$ cat src/rtl/ccr_pkg.sv
// Package: shared encodings and layout constants for the cache control
// register unit. Assumes a 32-bit register word and two caches.
package ccr_pkg;

    // Cache state codes held in each 2-bit state field.
    typedef enum logic [1:0] {
        CST_OFF    = 2'b00,
        CST_FROZEN = 2'b01,
        CST_RSVD   = 2'b10,
        CST_ON     = 2'b11
    } cache_state_e;

    localparam int unsigned REG_W       = 32;
    localparam int unsigned WORD_BYTES  = 4;
    localparam int unsigned NUM_CACHES  = 2;
    localparam int unsigned STATE_W     = 2;
    // Freeze-enable bits sit just above the packed state fields.
    localparam int unsigned FRZ_BASE    = NUM_CACHES * STATE_W;

    // Byte offsets of the three registers.
    localparam int unsigned OFF_CTRL    = 32'h0;
    localparam int unsigned OFF_ICFG    = 32'h4;
    localparam int unsigned OFF_DCFG    = 32'h8;

    // Bits dropped on every control write: 14, 15, 16, 21, 22.
    localparam logic [REG_W-1:0] WR_CLEAR_MASK = 32'h0061_C000;

endpackage

$ cat src/rtl/ccr_decode.sv
// Module: ccr_decode
// Turns an access (offset, size, write strobe) into one-hot register
// selects. Assumes only full-word accesses are honoured; any other size
// selects nothing.
module ccr_decode
    import ccr_pkg::*;
#(
    parameter int unsigned ADDR_W = 8,
    parameter int unsigned SIZE_W = 4
) (
    input  logic [ADDR_W-1:0] addr,
    input  logic [SIZE_W-1:0] size,
    input  logic              wr_en,
    output logic              sel_ctrl,
    output logic              sel_icfg,
    output logic              sel_dcfg,
    output logic              wr_ctrl
);

    localparam logic [SIZE_W-1:0] FULL_SIZE = SIZE_W'(WORD_BYTES);
    localparam logic [ADDR_W-1:0] A_CTRL    = ADDR_W'(OFF_CTRL);
    localparam logic [ADDR_W-1:0] A_ICFG    = ADDR_W'(OFF_ICFG);
    localparam logic [ADDR_W-1:0] A_DCFG    = ADDR_W'(OFF_DCFG);

    logic word_ok;

    // Qualify the access size and match the offset against each register.
    always_comb begin
        word_ok  = (size == FULL_SIZE);
        sel_ctrl = word_ok && (addr == A_CTRL);
        sel_icfg = word_ok && (addr == A_ICFG);
        sel_dcfg = word_ok && (addr == A_DCFG);
        wr_ctrl  = wr_en && sel_ctrl;
    end

endmodule

$ cat src/rtl/ccr_freeze_field.sv
// Module: ccr_freeze_field
// Next-state rule for one cache state field on an interrupt: enabled
// becomes frozen when the field's freeze enable is set; every other code
// passes through. Purely combinational.
module ccr_freeze_field
    import ccr_pkg::*;
(
    input  logic [STATE_W-1:0] cur,
    input  logic               arm,
    input  logic               irq,
    output logic [STATE_W-1:0] nxt
);

    // Apply the freeze transition only to the enabled code.
    always_comb begin
        if (irq && arm && (cur == CST_ON)) begin
            nxt = CST_FROZEN;
        end else begin
            nxt = cur;
        end
    end

endmodule

$ cat src/rtl/ccr_ctrl_reg.sv
// Module: ccr_ctrl_reg
// Holds the control word. A write is masked and staged first; the
// per-cache freeze rule then runs on the staged value, so a write and an
// interrupt in one cycle compose in that order. Synchronous active-low reset.
module ccr_ctrl_reg
    import ccr_pkg::*;
(
    input  logic             clk,
    input  logic             rst_n,
    input  logic             wr_ctrl,
    input  logic [REG_W-1:0] wdata,
    input  logic             irq,
    output logic [REG_W-1:0] ctrl_q
);

    localparam int unsigned FIELDS_W = NUM_CACHES * STATE_W;

    logic [REG_W-1:0]    staged;
    logic [FIELDS_W-1:0] frozen;
    logic [REG_W-1:0]    ctrl_d;

    // Stage the software write with the non-stored bits removed.
    always_comb begin
        staged = wr_ctrl ? (wdata & ~WR_CLEAR_MASK) : ctrl_q;
    end

    // One freeze rule per cache, each armed by its own enable bit.
    for (genvar g = 0; g < NUM_CACHES; g++) begin : g_frz
        ccr_freeze_field u_frz (
            .cur (staged[g*STATE_W +: STATE_W]),
            .arm (staged[FRZ_BASE + g]),
            .irq (irq),
            .nxt (frozen[g*STATE_W +: STATE_W])
        );
    end

    // Merge frozen state fields back into the staged word.
    always_comb begin
        ctrl_d                 = staged;
        ctrl_d[FIELDS_W-1:0]   = frozen;
    end

    // Register the control word; reset disables both caches.
    always_ff @(posedge clk) begin
        if (!rst_n) begin
            ctrl_q <= '0;
        end else begin
            ctrl_q <= ctrl_d;
        end
    end

endmodule

$ cat src/rtl/ccr_read_mux.sv
// Module: ccr_read_mux
// Selects read data from the one-hot selects. Unselected accesses read
// zero. Assumes the selects are mutually exclusive.
module ccr_read_mux
    import ccr_pkg::*;
#(
    parameter logic [REG_W-1:0] ICFG_VAL = 32'h1022_0000,
    parameter logic [REG_W-1:0] DCFG_VAL = 32'h1822_0000
) (
    input  logic             sel_ctrl,
    input  logic             sel_icfg,
    input  logic             sel_dcfg,
    input  logic [REG_W-1:0] ctrl_q,
    output logic [REG_W-1:0] rdata
);

    // Return the selected register, or zero for no match.
    always_comb begin
        rdata = '0;
        if (sel_ctrl) begin
            rdata = ctrl_q;
        end else if (sel_icfg) begin
            rdata = ICFG_VAL;
        end else if (sel_dcfg) begin
            rdata = DCFG_VAL;
        end
    end

endmodule

$ cat src/rtl/cache_ctl_regs.sv
// Module: cache_ctl_regs (top)
// Cache control register unit: one writable control word, two constant
// configuration words, freeze-on-interrupt for the two cache state fields.
// Assumes reg_size counts bytes and reads need no strobe.
module cache_ctl_regs
    import ccr_pkg::*;
#(
    parameter int unsigned      ADDR_W   = 8,
    parameter int unsigned      SIZE_W   = 4,
    parameter logic [REG_W-1:0] ICFG_VAL = 32'h1022_0000,
    parameter logic [REG_W-1:0] DCFG_VAL = 32'h1822_0000
) (
    input  logic              clk,
    input  logic              rst_n,
    input  logic [ADDR_W-1:0] reg_addr,
    input  logic [SIZE_W-1:0] reg_size,
    input  logic              reg_wr_en,
    input  logic [REG_W-1:0]  reg_wdata,
    output logic [REG_W-1:0]  reg_rdata,
    input  logic              irq_taken,
    output logic [1:0]        icache_state,
    output logic [1:0]        dcache_state
);

    logic             sel_ctrl;
    logic             sel_icfg;
    logic             sel_dcfg;
    logic             wr_ctrl;
    logic [REG_W-1:0] ctrl_q;

    ccr_decode #(
        .ADDR_W (ADDR_W),
        .SIZE_W (SIZE_W)
    ) u_dec (
        .addr     (reg_addr),
        .size     (reg_size),
        .wr_en    (reg_wr_en),
        .sel_ctrl (sel_ctrl),
        .sel_icfg (sel_icfg),
        .sel_dcfg (sel_dcfg),
        .wr_ctrl  (wr_ctrl)
    );

    ccr_ctrl_reg u_ctrl (
        .clk     (clk),
        .rst_n   (rst_n),
        .wr_ctrl (wr_ctrl),
        .wdata   (reg_wdata),
        .irq     (irq_taken),
        .ctrl_q  (ctrl_q)
    );

    ccr_read_mux #(
        .ICFG_VAL (ICFG_VAL),
        .DCFG_VAL (DCFG_VAL)
    ) u_rmux (
        .sel_ctrl (sel_ctrl),
        .sel_icfg (sel_icfg),
        .sel_dcfg (sel_dcfg),
        .ctrl_q   (ctrl_q),
        .rdata    (reg_rdata)
    );

    // Export the two state fields to the cache logic.
    always_comb begin
        icache_state = ctrl_q[0 +: STATE_W];
        dcache_state = ctrl_q[STATE_W +: STATE_W];
    end

endmodule

$ cat config.mk
export PLATFORM = sky130hd
export DESIGN_NAME = cache_ctl_regs
export DESIGN_NICKNAME = d
export VERILOG_FILES = /design/src/rtl/ccr_pkg.sv /design/src/rtl/ccr_decode.sv /design/src/rtl/ccr_freeze_field.sv /design/src/rtl/ccr_ctrl_reg.sv /design/src/rtl/ccr_read_mux.sv /design/src/rtl/cache_ctl_regs.sv
export SDC_FILE = /design/constraint.sdc
export NUM_CORES = 1
export LEC_CHECK = 0
export CAP_MARGIN = 20
export CORE_MARGIN = 2
export CORE_UTILIZATION = 32
export DETAILED_ROUTE_END_ITERATION = 10
export DONT_BUFFER_PORTS = 1
export PLACE_DENSITY = 0.49
export SLEW_MARGIN = 0
export SYNTH_ARGS = -nofsm -noshare
export SYNTH_HDL_FRONTEND = slang
export SYNTH_HIERARCHICAL = 1
export SYNTH_SLANG_ARGS = --single-unit
$ cat constraint.sdc
create_clock -name clk -period 2.18 [get_ports clk]
set_input_delay 0.327 -clock clk [delete_from_list [all_inputs] [get_ports clk]]
set_output_delay 0.327 -clock clk [all_outputs]
set_load 0.1 [all_outputs]
# Word-level counts from Yosys, hierarchy flattened
# Cells that the tools add are included.
dict set report totals {
  latch_bits 0
  wordCells 27
  mem_count 0
  register_bits 27
  romBits 0
  out_inout_bits 36
  ram_bits 0
  in_bits 48
}
dict set report classes {
  n_reduce_logical 11
  div_mod_pow 0
  n_mul 0
  eq_ne 5
  order_cmp 0
  shifts 0
  addsub 0
  bitwise_logic 1
  mux 6
}
# operator count
set op_table {}
lappend op_table {{$mux 32} 2}
lappend op_table {{$mux 29} 1}
lappend op_table {{$eq 8x3->1 const B} 1}
lappend op_table {{$eq 8x4->1 const B} 1}
lappend op_table {{$logic_and 1x1->1} 8}
lappend op_table {{$logic_not 8->1} 1}
lappend op_table {{$mux 6} 1}
lappend op_table {{$eq 2x2->1 const B} 2}
lappend op_table {{$eq 4x3->1 const B} 1}
lappend op_table {{$reduce_or 2->1} 2}
lappend op_table {{$mux 1} 2}
lappend op_table {{$not 1->1} 1}

# Logic depth before layout (Yosys ltp)
dict set report depth {
  word_depth 7
  ltp_mapped 8
}

# Modules after synthesis
# The synthesis kept the hierarchy.
# module n_inst area_each_um2 seq_area_each_um2 cells_each
set modules_own_cells {}
lappend modules_own_cells {ccr_ctrl_reg 1 1102.3 540.5 92}
lappend modules_own_cells {ccr_read_mux 1 234.0 0.0 40}
lappend modules_own_cells {ccr_decode 1 88.8 0.0 10}
lappend modules_own_cells {ccr_freeze_field 2 13.8 0.0 3}

# Least setup slack after synthesis
# Ideal clock, no wire load.
dict set report synth_path {
  path_type {input-to-output}
  start {input port reg_addr[7]}
  end {output port reg_rdata[17]}
  path_buffers 0
  cell_stages 4
  arrival_ns 2.971
  setup_slack_ns -1.118
  cell_sequence {or4b_4 -> nor3_1 -> nor3_1 -> a21oi_1}
}
dict set report synth_via {
  elab_cells_between_ends 9
  cone_classes {eq/ne (2); mux (3); reduce/logical (4)}
}
# element line
set synth_rtl {}
lappend synth_rtl {{start: declaration} cache_ctl_regs.sv:15} ;# input logic [ADDR_W-1:0] reg_addr,
lappend synth_rtl {{$logic_not 8->1} ccr_decode.sv:30} ;# sel_ctrl = word_ok && (addr == A_CTRL);
lappend synth_rtl {{$logic_and 1x1->1} ccr_decode.sv:30}
lappend synth_rtl {{named net sel_ctrl} cache_ctl_regs.sv:25} ;# logic sel_ctrl;
lappend synth_rtl {{$mux 32} ccr_read_mux.sv:20} ;# if (sel_ctrl) begin
lappend synth_rtl {{end: declaration} cache_ctl_regs.sv:19} ;# output logic [REG_W-1:0] reg_rdata,
# The timed path passes the listed nets, and every way through them passes these cells.

# Worst setup path in the final report
dict set report layout_path {
  start {input port reg_addr[1]}
  end {output port reg_rdata[19]}
}
# Same word-level chain as after synthesis.

==> out/metrics.cfg <==
[sta]
max-slew-margin-rel_pct=36.8
min_period_over_period_pct=97.6
finalSetupViolations=0
worst_pin_slew_ns=0.955
hold_slack_ns=0.178
tns_ns=0
finalHoldViolCount=0
post-route-min-period_ns=2.13
fmax_ghz=0.470
rsz0062_at_grt=true
final_max_slew_viol_count=0
skew_ns=0.00105

[hold_path]
min_path_type=input port to flop
worstHoldPathCells=1

[logic_synthesis]
ys_ff_latch=27
synthArstFlopShare_pct=0
synth_top_area_share_pct=37.2
ys_types=26
postSynth.topFlopCell=dfxtp_1
synth_edf_count=0
syn_area_sq_mm=0.00145
synth_area_per_cell_sq_um=9.82
synth_area_leader_cell=dfxtp_1
synth_warnings=6
ys_top_cells_by_area=dfxtp_1 (37%), mux2i_1 (14%), and2_1 (14%)
syn_inst=148
ys_seq_area_share_pct=37.2

[layout]
final_common_cell=buf_12
regMostFlops=u_ctrl/ctrl_q
reg.largest.list=u_ctrl/ctrl_q: 27 flops
drive_gt1_share_pct=46.1
nFillCells=401
largest_reg_flops=27
final_cell_mix=buf_12 (28), dfxtp_1 (27), and2_2 (24)
fin_cells=230
layout-area-overhead-vs-synth_pct=50.3
antenna_cells=0
final_area_sq_mm=0.00218
nNetsFinal=227

[critical_path]
slowest_stage=or4_1
rrSetupSlack_ns=0.98
crit_cells=5
critPathCaptureType=output port
r2r-end=u_ctrl/ctrl_q[1]
startpoint_type=input port
worstPathRequired_ns=1.85
critPathMaxStageDelay_ns=0.63
path_cells=or4_1 > nor3_4 > buf_4 > and2_2 > buf_12
critical_path_class=input port to output port
cp.arrival_ns=1.80
cp_top_family=simple AND/OR/NAND/NOR gates
r2r_cells=4
crit_start=reg_addr[1]
timing.rr.start=u_ctrl/ctrl_q[0]
crit_fanout=14
critical_path_buf_inv_count=2
critPathCapture=reg_rdata[19]

[clocking]
h-tree-depth=1
cts_tree=done
cts_inserted_buffers=3
cts.clk_slew.worst_paths_ns=0.10
ctsHoldBuffers=0
numClockSinks=27
clk_latency_ns=0.27
cts_setup_buffers=0
clk_path_buf_depth=2
cts_resized=0
cts_root_buffer=clkbuf_8

[floorplanning]
die_w_um=71.4
die-area_sq_mm=0.00509
core_area_sq_mm=0.00435
die_height_um=71.4
rows=24
initial_core_util_pct=33.4
io_pins=84

[place]
portBuffers=0
placed_cells=226
dp_hpwl_um=2640
place_congestion=0.746
placed_cell_area_sq_mm=0.00214

[route]
wire_per_inst_um=14.6
routed_via_density=4.72
vias=1085
route.detailed.drc=0
drt_first_pass_iters=3
drtIter0Drc=41
routed_wirelength_um=3350
antenna_left=0

[power_and_ir_drop]
ir_drop_v=0.000200
p_per_area_mw_per_mm2=364
power.total_mw=0.794
p_leak_nw=0.799

[global_routing]
grt_usage_pct=13.3
grt_pass1_vias=1116
grt_pass1_wl_um=5400
antenna_found_initial=0
overflow=0
grt_max_degree=28

[job]
cap_violations=0

[status]
run_status=finished clean

==> report_power, final <==
part | switching (mW) | internal (mW)
registers | 0.0000242 | 0.493
logic | 0.00643 | 0.0103
clock network | 0.157 | 0.128
==> cells by family (layout without fill, tap and decap cells) <==
family                 after synthesis  count (layout)  share of synthesized area, %
and+or+nand+nor                     66              66                          30.3
muxes                               27              27                          20.7
DFF                                 27              27                          37.2
buffers and inverters               21              47                          9.04
AOI/OAI and AO/OA                    6               6                          2.50
other                                1               5                         0.258
==> metrics by stage <==
stage / worst slack [ns] / util, %
3_5_place_dp: 0.0422 / 49.1
3_3_place_gp: 0.0764 / 49.1
5_1_grt: -0.0196 / 50.1
6_report: 0.0531 / 50.1
2_1_floorplan: -0.0819 / -
4_1_cts: 0.0406 / 50.1
==> per-layer routing <==
layer / vias to the layer above / track usage, % / share of wire [%]
met3: 2 / 3.94 / 8.4
met2: 42 / 24.0 / 53
met1: 509 / 14.8 / 37
met5: - / 0 / 0
met4: 0 / 5.03 / 1.0
li1: 532 / - / -
==> how the worst min path moves through the flow <==
stage | startpoint | slack, ns | endpoint
after floorplan | rst_n | 0.46 | u_ctrl/ctrl_q[10]
after global placement | rst_n | 0.45 | u_ctrl/ctrl_q[1]
after detailed placement | rst_n | 0.46 | u_ctrl/ctrl_q[0]
after CTS | rst_n | 0.17 | u_ctrl/ctrl_q[10]
after global routing | rst_n | 0.17 | u_ctrl/ctrl_q[13]
final | rst_n | 0.18 | u_ctrl/ctrl_q[17]
==> synth_stat cells, types with 2 or more instances <==
cell type  count
a21oi_1        3
a31oi_1        2
and2_1        33
buf_4          5
buf_8          2
clkbuf_1       4
clkbuf_2       2
dfxtp_1       27
inv_1          6
mux2_4         6
mux2i_1       21
nor2b_1       21
nor3_1         3
==> area by class of cell <==
| class | instances | area [sq um] | area share (%) |
|---|---|---|---|
| Sequential cell | 27 | 541 | 24.8 |
| Clock buffer | 3 | 41.3 | 1.89 |
| Multi-Input combinational cell | 104 | 881 | 40.3 |
| Clock inverter | 1 | 5.00 | 0.229 |
| Timing Repair Buffer | 37 | 628 | 28.8 |
| Inverter | 6 | 22.5 | 1.03 |
| Tap cell | 52 | 65.1 | 2.98 |
==> worst reg2reg max path, stage by stage, from the launching register on <==
cell and delay (ns):
dfxtp_1 0.32, buf_4 0.23, mux2_4 0.31, a31oi_1 0.15, and2_1 0.14
(Power assumes the default switching activity.)
